$ cat src/rtl/ddr2_trk_pkg.sv
package ddr2_trk_pkg;

    typedef enum logic [2:0] {
        OP_ACT  = 3'd0,
        OP_RD   = 3'd1,
        OP_WR   = 3'd2,
        OP_PRE  = 3'd3,
        OP_PREA = 3'd4
    } op_e;

    typedef enum logic [1:0] {
        BK_IDLE    = 2'd0,
        BK_OPEN    = 2'd1,
        BK_APWAIT  = 2'd2,
        BK_PRECH   = 2'd3
    } bank_st_e;

    function automatic int imax(input int a, input int b);
        return (a > b) ? a : b;
    endfunction

endpackage

$ cat src/rtl/ddr2_bank_tracker.sv
module ddr2_bank_tracker
    import ddr2_trk_pkg::*;
#(
    parameter int T_RAS  = 8,
    parameter int T_RP   = 3,
    parameter int RD2PRE = 3,
    parameter int WR2PRE = 8,
    parameter int CW     = 4
) (
    input  logic clk,
    input  logic rst_n,
    input  logic do_act,
    input  logic do_rd,
    input  logic do_wr,
    input  logic do_pre,
    input  logic do_prea,
    input  logic ap,
    output logic act_ready,
    output logic rw_ready,
    output logic pre_ready,
    output logic prea_clear
);

    localparam logic [CW-1:0] L_RAS  = CW'(T_RAS - 1);
    localparam logic [CW-1:0] L_RP   = CW'(T_RP - 1);
    localparam logic [CW-1:0] L_RPA  = CW'(T_RP);
    localparam logic [CW-1:0] L_RD   = CW'(RD2PRE - 1);
    localparam logic [CW-1:0] L_WR   = CW'(WR2PRE - 1);

    bank_st_e        state_q, state_d;
    logic [CW-1:0]   wait_q, wait_d;
    logic [CW-1:0]   wait_dec;
    logic [CW-1:0]   span;

    assign wait_dec = (wait_q == '0) ? '0 : wait_q - 1'b1;
    assign span     = do_wr ? L_WR : L_RD;

    // state register
    always_ff @(posedge clk) begin
        if (!rst_n) begin
            state_q <= BK_IDLE;
            wait_q  <= '0;
        end else begin
            state_q <= state_d;
            wait_q  <= wait_d;
        end
    end

    // next state
    always_comb begin
        state_d = state_q;
        wait_d  = wait_dec;
        if (do_prea) begin
            state_d = BK_PRECH;
            wait_d  = L_RPA;
        end else begin
            unique case (state_q)
                BK_IDLE: begin
                    if (do_act) begin
                        state_d = BK_OPEN;
                        wait_d  = L_RAS;
                    end
                end
                BK_OPEN: begin
                    if (do_pre) begin
                        state_d = BK_PRECH;
                        wait_d  = L_RP;
                    end else if (do_rd || do_wr) begin
                        wait_d = (wait_dec > span) ? wait_dec : span;
                        if (ap) state_d = BK_APWAIT;
                    end
                end
                BK_APWAIT: begin
                    if (wait_q == '0) begin
                        state_d = BK_PRECH;
                        wait_d  = L_RP;
                    end
                end
                BK_PRECH: begin
                    if (do_act) begin
                        state_d = BK_OPEN;
                        wait_d  = L_RAS;
                    end else if (wait_q == '0) begin
                        state_d = BK_IDLE;
                    end
                end
                default: state_d = BK_IDLE;
            endcase
        end
    end

    // outputs
    always_comb begin
        act_ready  = (state_q == BK_IDLE) || ((state_q == BK_PRECH) && (wait_q == '0));
        rw_ready   = (state_q == BK_OPEN);
        pre_ready  = (state_q == BK_OPEN) && (wait_q == '0);
        prea_clear = (state_q == BK_IDLE) || (state_q == BK_PRECH) ||
                     ((state_q == BK_OPEN) && (wait_q == '0));
    end

    // an accepted ACTIVATE opens the bank and closes its activate permission
    a_r2_act_opens: assert property (@(posedge clk) disable iff (!rst_n)
        (do_act && !do_prea && act_ready) |=> (rw_ready && !act_ready));

    // a pending auto-precharge holds until its counter is exhausted
    a_r7_ap_hold: assert property (@(posedge clk) disable iff (!rst_n)
        (state_q == BK_APWAIT && wait_q != '0 && !do_prea) |=> (state_q == BK_APWAIT));

    // precharge-all blocks activation on the next cycle for every bank
    a_r10_prea_block: assert property (@(posedge clk) disable iff (!rst_n)
        do_prea |=> (!act_ready && !rw_ready));

endmodule

$ cat src/rtl/ddr2_act_window.sv
module ddr2_act_window #(
    parameter int T_RRD = 2,
    parameter int T_FAW = 10
) (
    input  logic clk,
    input  logic rst_n,
    input  logic act_fire,
    output logic act_gate
);

    localparam int DEPTH = 4;
    localparam int RW    = $clog2(T_RRD + 1);
    localparam int FW    = $clog2(T_FAW + 1);
    localparam logic [RW-1:0] L_RRD = RW'(T_RRD - 1);
    localparam logic [FW-1:0] L_FAW = FW'(T_FAW);

    logic [RW-1:0] rrd_q;
    logic [FW-1:0] age_q [DEPTH];
    logic [FW-1:0] age_inc [DEPTH];

    generate
        for (genvar i = 0; i < DEPTH; i++) begin : g_inc
            assign age_inc[i] = (age_q[i] >= L_FAW) ? L_FAW : age_q[i] + 1'b1;
        end
    endgenerate

    always_ff @(posedge clk) begin
        if (!rst_n) begin
            rrd_q <= '0;
            for (int i = 0; i < DEPTH; i++) age_q[i] <= L_FAW;
        end else begin
            if (act_fire)          rrd_q <= L_RRD;
            else if (rrd_q != '0)  rrd_q <= rrd_q - 1'b1;
            if (act_fire) begin
                age_q[0] <= FW'(1);
                for (int i = 1; i < DEPTH; i++) age_q[i] <= age_inc[i-1];
            end else begin
                for (int i = 0; i < DEPTH; i++) age_q[i] <= age_inc[i];
            end
        end
    end

    assign act_gate = (rrd_q == '0) && (age_q[DEPTH-1] >= L_FAW);

    // an activate reloads the pairwise spacing counter
    a_r3_rrd_reload: assert property (@(posedge clk) disable iff (!rst_n)
        act_fire |=> (rrd_q == L_RRD));

    // an activate is recorded as the newest window entry
    a_r4_window_push: assert property (@(posedge clk) disable iff (!rst_n)
        act_fire |=> (age_q[0] == FW'(1)));

endmodule

$ cat src/rtl/ddr2_cmd_timer.sv
module ddr2_cmd_timer
    import ddr2_trk_pkg::*;
#(
    parameter int NUM_BANKS = 8,
    parameter int T_RAS = 8,
    parameter int T_RP  = 3,
    parameter int T_RRD = 2,
    parameter int T_FAW = 10,
    parameter int T_RTP = 3,
    parameter int T_WR  = 4,
    parameter int AL    = 0,
    parameter int CL    = 3,
    parameter int BL    = 4
) (
    input  logic                 clk,
    input  logic                 rst_n,
    input  logic                 cmd_valid,
    input  logic [2:0]           cmd_kind,
    input  logic [2:0]           cmd_bank,
    input  logic                 cmd_ap,
    output logic [NUM_BANKS-1:0] act_ok,
    output logic [NUM_BANKS-1:0] rd_ok,
    output logic [NUM_BANKS-1:0] wr_ok,
    output logic [NUM_BANKS-1:0] pre_ok,
    output logic                 prea_ok,
    output logic                 violation
);

    localparam int WL     = AL + CL - 1;
    localparam int RD2PRE = imax(T_RTP, AL + BL / 2);
    localparam int WR2PRE = WL + BL / 2 + T_WR;
    localparam int MAXV   = imax(imax(T_RAS, T_RP + 1), imax(RD2PRE, WR2PRE));
    localparam int CW     = $clog2(MAXV + 1);

    logic [NUM_BANKS-1:0] bk_act, bk_rw, bk_pre, bk_prea;
    logic                 act_gate;
    logic                 allowed, accept;
    logic                 viol_q;

    assign act_ok  = bk_act & {NUM_BANKS{act_gate}};
    assign rd_ok   = bk_rw;
    assign wr_ok   = bk_rw;
    assign pre_ok  = bk_pre;
    assign prea_ok = &bk_prea;

    always_comb begin
        unique case (cmd_kind)
            OP_ACT:  allowed = act_ok[cmd_bank];
            OP_RD:   allowed = rd_ok[cmd_bank];
            OP_WR:   allowed = wr_ok[cmd_bank];
            OP_PRE:  allowed = pre_ok[cmd_bank];
            OP_PREA: allowed = prea_ok;
            default: allowed = 1'b0;
        endcase
    end

    assign accept = cmd_valid && allowed;

    generate
        for (genvar b = 0; b < NUM_BANKS; b++) begin : g_bank
            logic hit;
            assign hit = accept && (cmd_bank == 3'(b));
            ddr2_bank_tracker #(
                .T_RAS(T_RAS), .T_RP(T_RP), .RD2PRE(RD2PRE), .WR2PRE(WR2PRE), .CW(CW)
            ) u_bank (
                .clk       (clk),
                .rst_n     (rst_n),
                .do_act    (hit && cmd_kind == OP_ACT),
                .do_rd     (hit && cmd_kind == OP_RD),
                .do_wr     (hit && cmd_kind == OP_WR),
                .do_pre    (hit && cmd_kind == OP_PRE),
                .do_prea   (accept && cmd_kind == OP_PREA),
                .ap        (cmd_ap),
                .act_ready (bk_act[b]),
                .rw_ready  (bk_rw[b]),
                .pre_ready (bk_pre[b]),
                .prea_clear(bk_prea[b])
            );
        end
    endgenerate

    ddr2_act_window #(.T_RRD(T_RRD), .T_FAW(T_FAW)) u_win (
        .clk     (clk),
        .rst_n   (rst_n),
        .act_fire(accept && cmd_kind == OP_ACT),
        .act_gate(act_gate)
    );

    always_ff @(posedge clk) begin
        if (!rst_n)                     viol_q <= 1'b0;
        else if (cmd_valid && !allowed) viol_q <= 1'b1;
    end
    assign violation = viol_q;

    // the violation flag never clears without reset
    a_r12_sticky: assert property (@(posedge clk) disable iff (!rst_n)
        violation |=> violation);

    // a disallowed command raises the flag on the next cycle
    a_r12_flag: assert property (@(posedge clk) disable iff (!rst_n)
        (cmd_valid && !allowed) |=> violation);

endmodule

$ cat config.mk
export PLATFORM = sky130hd
export DESIGN_NAME = ddr2_cmd_timer
export DESIGN_NICKNAME = d
export VERILOG_FILES = /design/src/rtl/ddr2_trk_pkg.sv /design/src/rtl/ddr2_bank_tracker.sv /design/src/rtl/ddr2_act_window.sv /design/src/rtl/ddr2_cmd_timer.sv
export SDC_FILE = /design/constraint.sdc
export NUM_CORES = 1
export LEC_CHECK = 0
export CAP_MARGIN = 40
export CORE_MARGIN = 2
export CORE_UTILIZATION = 51
export CTS_CLUSTER_SIZE = 12
export DETAILED_ROUTE_END_ITERATION = 16
export DONT_BUFFER_PORTS = 1
export MAX_ROUTING_LAYER = met4
export PLACE_DENSITY = 0.76
export SETUP_SLACK_MARGIN = 0.4
export SLEW_MARGIN = 0
export SYNTH_ARGS = -nofsm -noshare
export SYNTH_HDL_FRONTEND = slang
export SYNTH_SLANG_ARGS = --single-unit
$ cat constraint.sdc
create_clock -name clk -period 5.5 [get_ports clk]
set_clock_uncertainty 0.05 [all_clocks]
set_input_delay 1.1 -clock clk [delete_from_list [all_inputs] [get_ports clk]]
set_output_delay 1.1 -clock clk [all_outputs]
set_load 0.02 [all_outputs]
## Word level (Yosys, flattened, before mapping)

Memory sizes are Yosys's and may differ from the RTL's.
Cells that the tools add are included.

- Reductions and logical operators: 135
- Equal/unequal tests: 75
- Muxes and demuxes: 165
- Bitwise operators: 10
- Magnitude comparators: 13
- Add/sub/neg operators: 13

Operators with widths:

| kind | count |
|---|---|
| 4-bit 2-to-1 mux | 60 |
| 2-bit 2-to-1 mux | 65 |
| 4-bit one-hot mux with 3 select lines | 8 |
| 2-bit one-hot mux with 4 select lines | 8 |
| 1-bit logical AND | 61 |
| 4-bit by 3-bit != test with 1-bit output, second input constant | 14 |
| 3-bit by 2-bit != test with 1-bit output, second input constant | 14 |
| 5-bit AND reduction | 8 |
| 4-bit by 2-bit != test with 1-bit output, second input constant | 9 |
| 2-bit equality test, second input constant | 16 |
| 4-bit greater-than comparator | 8 |
| 4-bit zero test | 8 |
| 1-bit logical OR | 32 |
| 4-bit by 1-bit subtractor with 4-bit output, second input constant | 8 |
| 3-bit 2-to-1 mux | 8 |
| 2-bit OR reduction | 11 |
| 2-bit zero test | 9 |
| 4-bit by 1-bit adder with 4-bit output, second input constant | 4 |
| 2-bit by 1-bit equality test with 1-bit output, second input constant | 8 |
| 4-bit greater-or-equal comparator, second input constant | 4 |
| 3-bit equality test, second input constant | 5 |
| 3-bit by 2-bit equality test with 1-bit output, second input constant | 4 |
| 1-bit 2-to-1 mux | 12 |
| 1-bit binary-select mux with 3-bit select | 3 |
| other kinds (13) | 24 |

- Word-level logic and storage cells: 439
- Memories: 1
- Flip-flop bits (word level): 51
- Memory bits (writable): 16

Memory list:

| name | depth | bits a word | read ports | clocked after Yosys merged registers in | wr ports | RTL line | source |
|---|---|---|---|---|---|---|---|
| u_win.age_q | 4 | 4 | 4 | 0 | 4 | ddr2_act_window.sv:18 | `logic [FW-1:0] age_q [DEPTH];` |

## Longest topological paths before layout

- Depth after elaboration: 17
- Mapped depth: 21
- Gate-level depth less buffers: 18

## Hierarchy

Synthesis repeated with hierarchy kept, for this count alone.

- Cells, all modules: 856
- Area, all modules: 6655.1 um^2

By module, submodules not included:

| module | seq. area each (um^2) | times used | area an instance (um^2) | cells an instance |
|---|---|---|---|---|
| ddr2_bank_tracker at g_bank[0].u_bank ... | 120.1 | 4 | 629.4 | 83 |
| ddr2_bank_tracker at g_bank[4].u_bank ... | 120.1 | 3 | 583.1 | 79 |
| ddr2_act_window | 520.5 | 1 | 1041.0 | 97 |
| ddr2_cmd_timer | 20.0 | 1 | 768.2 | 112 |
| ddr2_bank_tracker at g_bank[7].u_bank | 120.1 | 1 | 579.3 | 78 |

## Least setup slack after synthesis

OpenSTA, ideal clock, no wires.

- Path kind: in2reg
- From: in cmd_kind[2]
- To: reg g_bank[2].u_bank.wait_q[2]
- Arrival time: 4287 ps
- Setup time: 120 ps
- Buffers on the path: 2
- Cell stages on the path: 17
- Slack: 1043 ps
- Path through: clkbuf_1 nor3_2 nand2b_1 a311o_1 a311o_1 o2111a_1 buf_6 nand2b_1 nor2_1 inv_1 ha_1 a31o_2 a21oi_1 nor2_1 o31ai_1 nor2b_1 o31a_1

- Cells in the longest elaborated chain, start to end: 12
- Elaborated cells on any way between the ends: 23

Ends and longest elaborated chain:

| element | RTL line | source |
|---|---|---|
| start: declaration | ddr2_cmd_timer.sv:18 | `input logic [2:0] cmd_kind,` |
| 3-bit by 1-bit equality test with 1-bit output or 3-bit by 2-bit equality test with 1-bit output (tied branches) | ddr2_cmd_timer.sv:47, ddr2_cmd_timer.sv:69, ddr2_cmd_timer.sv:70 |  |
| 2-bit OR reduction (no source line) | n/a |  |
| 1-bit one-hot mux with 4 select lines | ddr2_cmd_timer.sv:47 | `unique case (cmd_kind)` |
| 1-bit logical AND | ddr2_cmd_timer.sv:57 | `assign accept = cmd_valid && allowed;` |
| 1-bit logical AND | ddr2_cmd_timer.sv:62 | `assign hit = accept && (cmd_bank == 3'(b));` |
| 1-bit logical AND | ddr2_cmd_timer.sv:70 | `.do_wr (hit && cmd_kind == OP_WR),` |
| 3-bit 2-to-1 mux | ddr2_bank_tracker.sv:36 | `assign span = do_wr ? L_WR : L_RD;` |
| 4-bit greater-than comparator | ddr2_bank_tracker.sv:69 | `wait_d = (wait_dec > span) ? wait_dec : span;` |
| 4-bit 2-to-1 mux | ddr2_bank_tracker.sv:69 |  |
| 4-bit 2-to-1 mux | ddr2_bank_tracker.sv:68 | `end else if (do_rd \|\| do_wr) begin` |
| 4-bit 2-to-1 mux | ddr2_bank_tracker.sv:65 | `if (do_pre) begin` |
| 4-bit one-hot mux with 3 select lines | ddr2_bank_tracker.sv:57 | `unique case (state_q)` |
| end signal: assignment | ddr2_bank_tracker.sv:45 | `wait_q <= wait_d;` |
| end: declaration | ddr2_bank_tracker.sv:31 | `logic [CW-1:0] wait_q, wait_d;` |

Parallel ways exist; a longest one is shown, timed or not.
A chain may end at the register's enable or synchronous reset.

## Worst setup path in the final report

- From: reg g_bank[4].u_bank.state_q[1]
- To: reg g_bank[2].u_bank.wait_q[2]

- Elaborated cells on any way between the ends: 33

RTL lines:

| element | RTL line | source |
|---|---|---|
| start: declaration | ddr2_bank_tracker.sv:30 | `bank_st_e state_q, state_d;` |
| start signal: assignment | ddr2_bank_tracker.sv:44 | `state_q <= state_d;` |
| 2-bit by 1-bit equality test with 1-bit output * | ddr2_bank_tracker.sv:95 | `rw_ready = (state_q == BK_OPEN);` |
| net rd_ok[4] | ddr2_cmd_timer.sv:22 | `output logic [NUM_BANKS-1:0] rd_ok,` |
| 1-bit logical AND | ddr2_bank_tracker.sv:96, ddr2_bank_tracker.sv:98 |  |
| 1-bit binary-select mux with 3-bit select or 1-bit logical OR (tied branches) | ddr2_cmd_timer.sv:51, ddr2_bank_tracker.sv:97 |  |
| 1-bit 2-to-1 mux (not written as such) or 8-bit AND reduction (tied branches) | ddr2_cmd_timer.sv:51, ddr2_cmd_timer.sv:44 |  |
| 1-bit one-hot mux with 4 select lines * | ddr2_cmd_timer.sv:47 |  |
| 1-bit logical AND * | ddr2_cmd_timer.sv:57 |  |
| 1-bit logical AND | ddr2_cmd_timer.sv:62 |  |
| 1-bit logical AND | ddr2_cmd_timer.sv:70 |  |
| 3-bit 2-to-1 mux | ddr2_bank_tracker.sv:36 |  |
| 4-bit greater-than comparator | ddr2_bank_tracker.sv:69 |  |
| 4-bit 2-to-1 mux | ddr2_bank_tracker.sv:69 |  |
| 4-bit 2-to-1 mux | ddr2_bank_tracker.sv:68 |  |
| 4-bit 2-to-1 mux | ddr2_bank_tracker.sv:65 |  |
| 4-bit one-hot mux with 3 select lines | ddr2_bank_tracker.sv:57 |  |

Mark *: on every way through the listed nets, which the timed path passes. The rest lies on a longest branch. The select of a mux whose other input is x is not followed.

==> results.toml <==
[layout]
final.fill_count = 1147
synthToLayoutAreaGrowth_pct = 4.98
diodes = 0
final_design_area_no_fill_um2 = 6730
layout-drive-gt1-share_pct = 7.94
fin_nets = 889
instances_no_fill = 987
final_util_pct = 55.3

[synth]
synth_area_um2 = 6410
synth_area_leaders = "sky130_fd_sc_hd__dfxtp_1, sky130_fd_sc_hd__ha_1, sky130_fd_sc_hd__edfxtp_1, sky130_fd_sc_hd__nor2_1, sky130_fd_sc_hd__a21oi_1"
synth-seq-area-share_pct = 23.4
synth_common_cells = "sky130_fd_sc_hd__nor2_1, sky130_fd_sc_hd__nand2_1, sky130_fd_sc_hd__ha_1"
synth.lib_cells_used.distinct = 80
asyncSetResetFlopFracSynth_pct = 0
syn_area_per_cell_um2 = 7.66
ys.warnings.count = 0
cell_with_the_most_instances_after_synthesis = "sky130_fd_sc_hd__nor2_1"
synth_enable_flop_cells = 16
portion_of_synthesized_cell_area_occupied_by_the_leading_cell_type_pct = 15.9
dominantRegCellSynth = "sky130_fd_sc_hd__dfxtp_1"
post_synth_inst_count = 836
ys_seq_elements = 67
netlist.top_cell.by_area = "sky130_fd_sc_hd__dfxtp_1"

[cts]
clock_path_buffers = 2
clock_sinks = 67
insertion_delay_ns = 0.34
cts_root_buffer = "sky130_fd_sc_hd__clkbuf_16"
cts.reportedPaths.clkPinSlew_ns = 0.06
cts_setup_buffers = 0
num_cts_buffers = 9
cts_tree = "built"
cts_htree_levels = 3
cts-hold-fix-buffers = 0
cts_resized = 0

[global_routing]
gr-total-overflow = 0
grt_antenna_before_repair = 0
grt_pass1_wl_mm = 28.9
globalRouteTotalUtil_pct = 28.2
grt_max_degree = 31
grt_pass1_vias = 5682

[placed_design]
post-place-cells = 971
place_worst_setup_slack_ns = 0.952
postPlaceCellArea_um2 = 6430
io_buffers = 0
hpwlAfterDp_mm = 12.7
gp_congestion = 1.03

[power_and_ir_drop]
seqPwrFrac_pct = 23.3
total_switching_power_mw = 1.45
combPwrFrac_pct = 57.8
clock_group_share_of_total_power_pct = 18.8
leakage_power_figure_nw = 2.52
power_report.internal_total_mw = 1.61
swShare_pct = 47.4
total_power_mw = 3.06
powerDensity_nw_per_um2 = 455
vdd_ir_drop_max_uv = 268

[die]
design.die.area_um2 = 13500
core.rowCount = 40
start_util_pct = 52.7
die_w_um = 116
core_region_area_um2 = 12200
num_io_pins = 44
chipHeight_um = 116

[flow_run]
maxCapViolCount = 0

[route]
drt_iter0_markers = 544
routed_wire_length_per_instance_um = 18.1
drt.antenna.violating_nets = 0
drt_drc = 0
drt-vias-per-instance = 6.28
via_count = 6202
drt_pre_antenna_iters = 7
detail_route.wirelength_mm = 17.8

[timing]
hold_slack_ns = 0.443
final.setup.tns_ns = 0
worst_pin_slew_ns = 0.864
hold_viol = 0
timing.final.setup_violations = 0
postLayoutSetupSlackWorst_ns = 0.943
grt_setup_unrepaired = "false"
timing_max_transition_violations_final = 0
relative_slew_slack_pct = 42.4
fmax_ghz = 0.219
final_period_minus_worst_setup_slack_ns = 4.56
tcrit_tclk_final_pct = 82.9

[worst_setup_path]
required_ns = 5.68
cp_data_arrival_time_ns = 4.74
crit_path_max_fanout = 9
setup.worst_path.start_class = "flip-flop"
critical_register_to_register_path_startpoint = "g_bank[4].u_bank.state_q[1]"
crit_path_end_kind = "flip-flop"
critPathKind = "reg2reg"
critical_path.startpoint = "g_bank[4].u_bank.state_q[1]"

[min_path]
hold_path_class = "reg2reg"
min-delay-start = "u_win.rrd_q[1]"

[outcome]
run_status = "completed"
[final timing paths]
kind	endpoint	slack, ns	depth (start not counted)
setup / recovery	g_bank[2].u_bank.wait_q[2]	0.94	16
hold / removal	u_win.rrd_q[1]	0.44	2
setup reg to reg	g_bank[2].u_bank.wait_q[2]	0.94	16
hold reg to reg	u_win.rrd_q[1]	0.44	2
[state kept, by name, summed over array words and instances, names as in the netlist]
| register | cells |
|---|---|
| g_bank.u_bank.state_q | 16 |
| violation | 1 |
| g_bank.u_bank.wait_q | 32 |
| u_win.age_q | 16 |
| u_win.rrd_q | 2 |
[critical path, stage by stage, from the launching register on]
cell                        delay [ns]
sky130_fd_sc_hd__dfxtp_1          0.33
sky130_fd_sc_hd__inv_1            0.10
sky130_fd_sc_hd__ha_1             0.62
sky130_fd_sc_hd__a21boi_0         0.26
sky130_fd_sc_hd__a2111oi_2        0.34
sky130_fd_sc_hd__nand4_1          0.27
sky130_fd_sc_hd__o2111a_1         0.33
sky130_fd_sc_hd__nand2b_1         0.30
sky130_fd_sc_hd__nor2_1           0.26
sky130_fd_sc_hd__inv_1            0.07
sky130_fd_sc_hd__ha_1             0.31
sky130_fd_sc_hd__a31o_2           0.23
sky130_fd_sc_hd__a21oi_1          0.16
sky130_fd_sc_hd__nor2_1           0.08
sky130_fd_sc_hd__o31ai_1          0.35
sky130_fd_sc_hd__nor2b_1          0.09
sky130_fd_sc_hd__o31a_1           0.30
[cell families (layout without fill, tap and decap cells)]
family | Yosys count | count (layout) | share of synthesized area, %
adder cells (fa/ha/maj) | 65 | 65 | 12.7
flip-flops | 67 | 67 | 23.4
XOR/XNOR | 6 | 6 | 0.820
buffers and inverters | 124 | 92 | 9.12
AND/OR/NAND/NOR | 314 | 314 | 24.8
other | 1 | 16 | 0.0585
multiplexers | 9 | 9 | 1.82
AO/OA/AOI/OAI | 250 | 250 | 27.3
[cells in the final DEF (no fill, tap or decap), types with 5 or more instances in the layout]
master / count
sky130_fd_sc_hd__nor2_1: 100
sky130_fd_sc_hd__nand2_1: 76
sky130_fd_sc_hd__ha_1: 65
sky130_fd_sc_hd__inv_1: 62
sky130_fd_sc_hd__a21oi_1: 60
sky130_fd_sc_hd__dfxtp_1: 51
sky130_fd_sc_hd__o21ai_0: 43
sky130_fd_sc_hd__nor3_1: 27
sky130_fd_sc_hd__a31oi_1: 24
sky130_fd_sc_hd__nand3_1: 19
sky130_fd_sc_hd__edfxtp_1: 16
sky130_fd_sc_hd__conb_1: 16
sky130_fd_sc_hd__nand2b_1: 15
sky130_fd_sc_hd__buf_4: 13
sky130_fd_sc_hd__o31ai_1: 12
sky130_fd_sc_hd__o311a_1: 12
sky130_fd_sc_hd__or2_2: 10
sky130_fd_sc_hd__and2_1: 10
sky130_fd_sc_hd__or4_1: 9
sky130_fd_sc_hd__clkbuf_16: 9
sky130_fd_sc_hd__a311oi_1: 8
sky130_fd_sc_hd__o311ai_0: 8
sky130_fd_sc_hd__o22ai_1: 7
sky130_fd_sc_hd__nor4_1: 6
sky130_fd_sc_hd__or3_1: 6
sky130_fd_sc_hd__mux2i_1: 6
sky130_fd_sc_hd__a211oi_1: 6
sky130_fd_sc_hd__a21boi_0: 5
sky130_fd_sc_hd__nand4_1: 5
sky130_fd_sc_hd__a211o_1: 5
sky130_fd_sc_hd__o21a_1: 5
[power groups by stage]
stage / Clock, mW / Combinational [mW] / Sequential [mW]
after floorplan: 0 / 1.47 / 0.701
after global placement: 0 / 1.71 / 0.718
after detailed placement: 0 / 1.73 / 0.724
after CTS: 0.587 / 1.74 / 0.713
after global routing: 0.608 / 1.94 / 0.733
final: 0.576 / 1.77 / 0.714
[layout make-up]
| type | count | area (µm²) | area share [%] |
|---|---|---|---|
| multi-input combinational | 660 | 4390 | 65.2 |
| sequential | 67 | 1500 | 22.3 |
| clock buffer | 11 | 243 | 3.61 |
| inverter | 63 | 236 | 3.52 |
| tap | 168 | 210 | 3.13 |
| timing repair buffer | 13 | 97.6 | 1.45 |
| clock inverter | 5 | 52.6 | 0.781 |
[layer usage]
metal / GRT usage (%) / share of wire, % / vias to the layer above
met2: 42.3 / 43 / 305
met3: 6.28 / 10 / 47
li1: - / - / 2986
met1: 37.1 / 44 / 2864
met4: 10.7 / 2.8 / 0
met5: - / 0 / -
(Power assumes the default switching activity.)
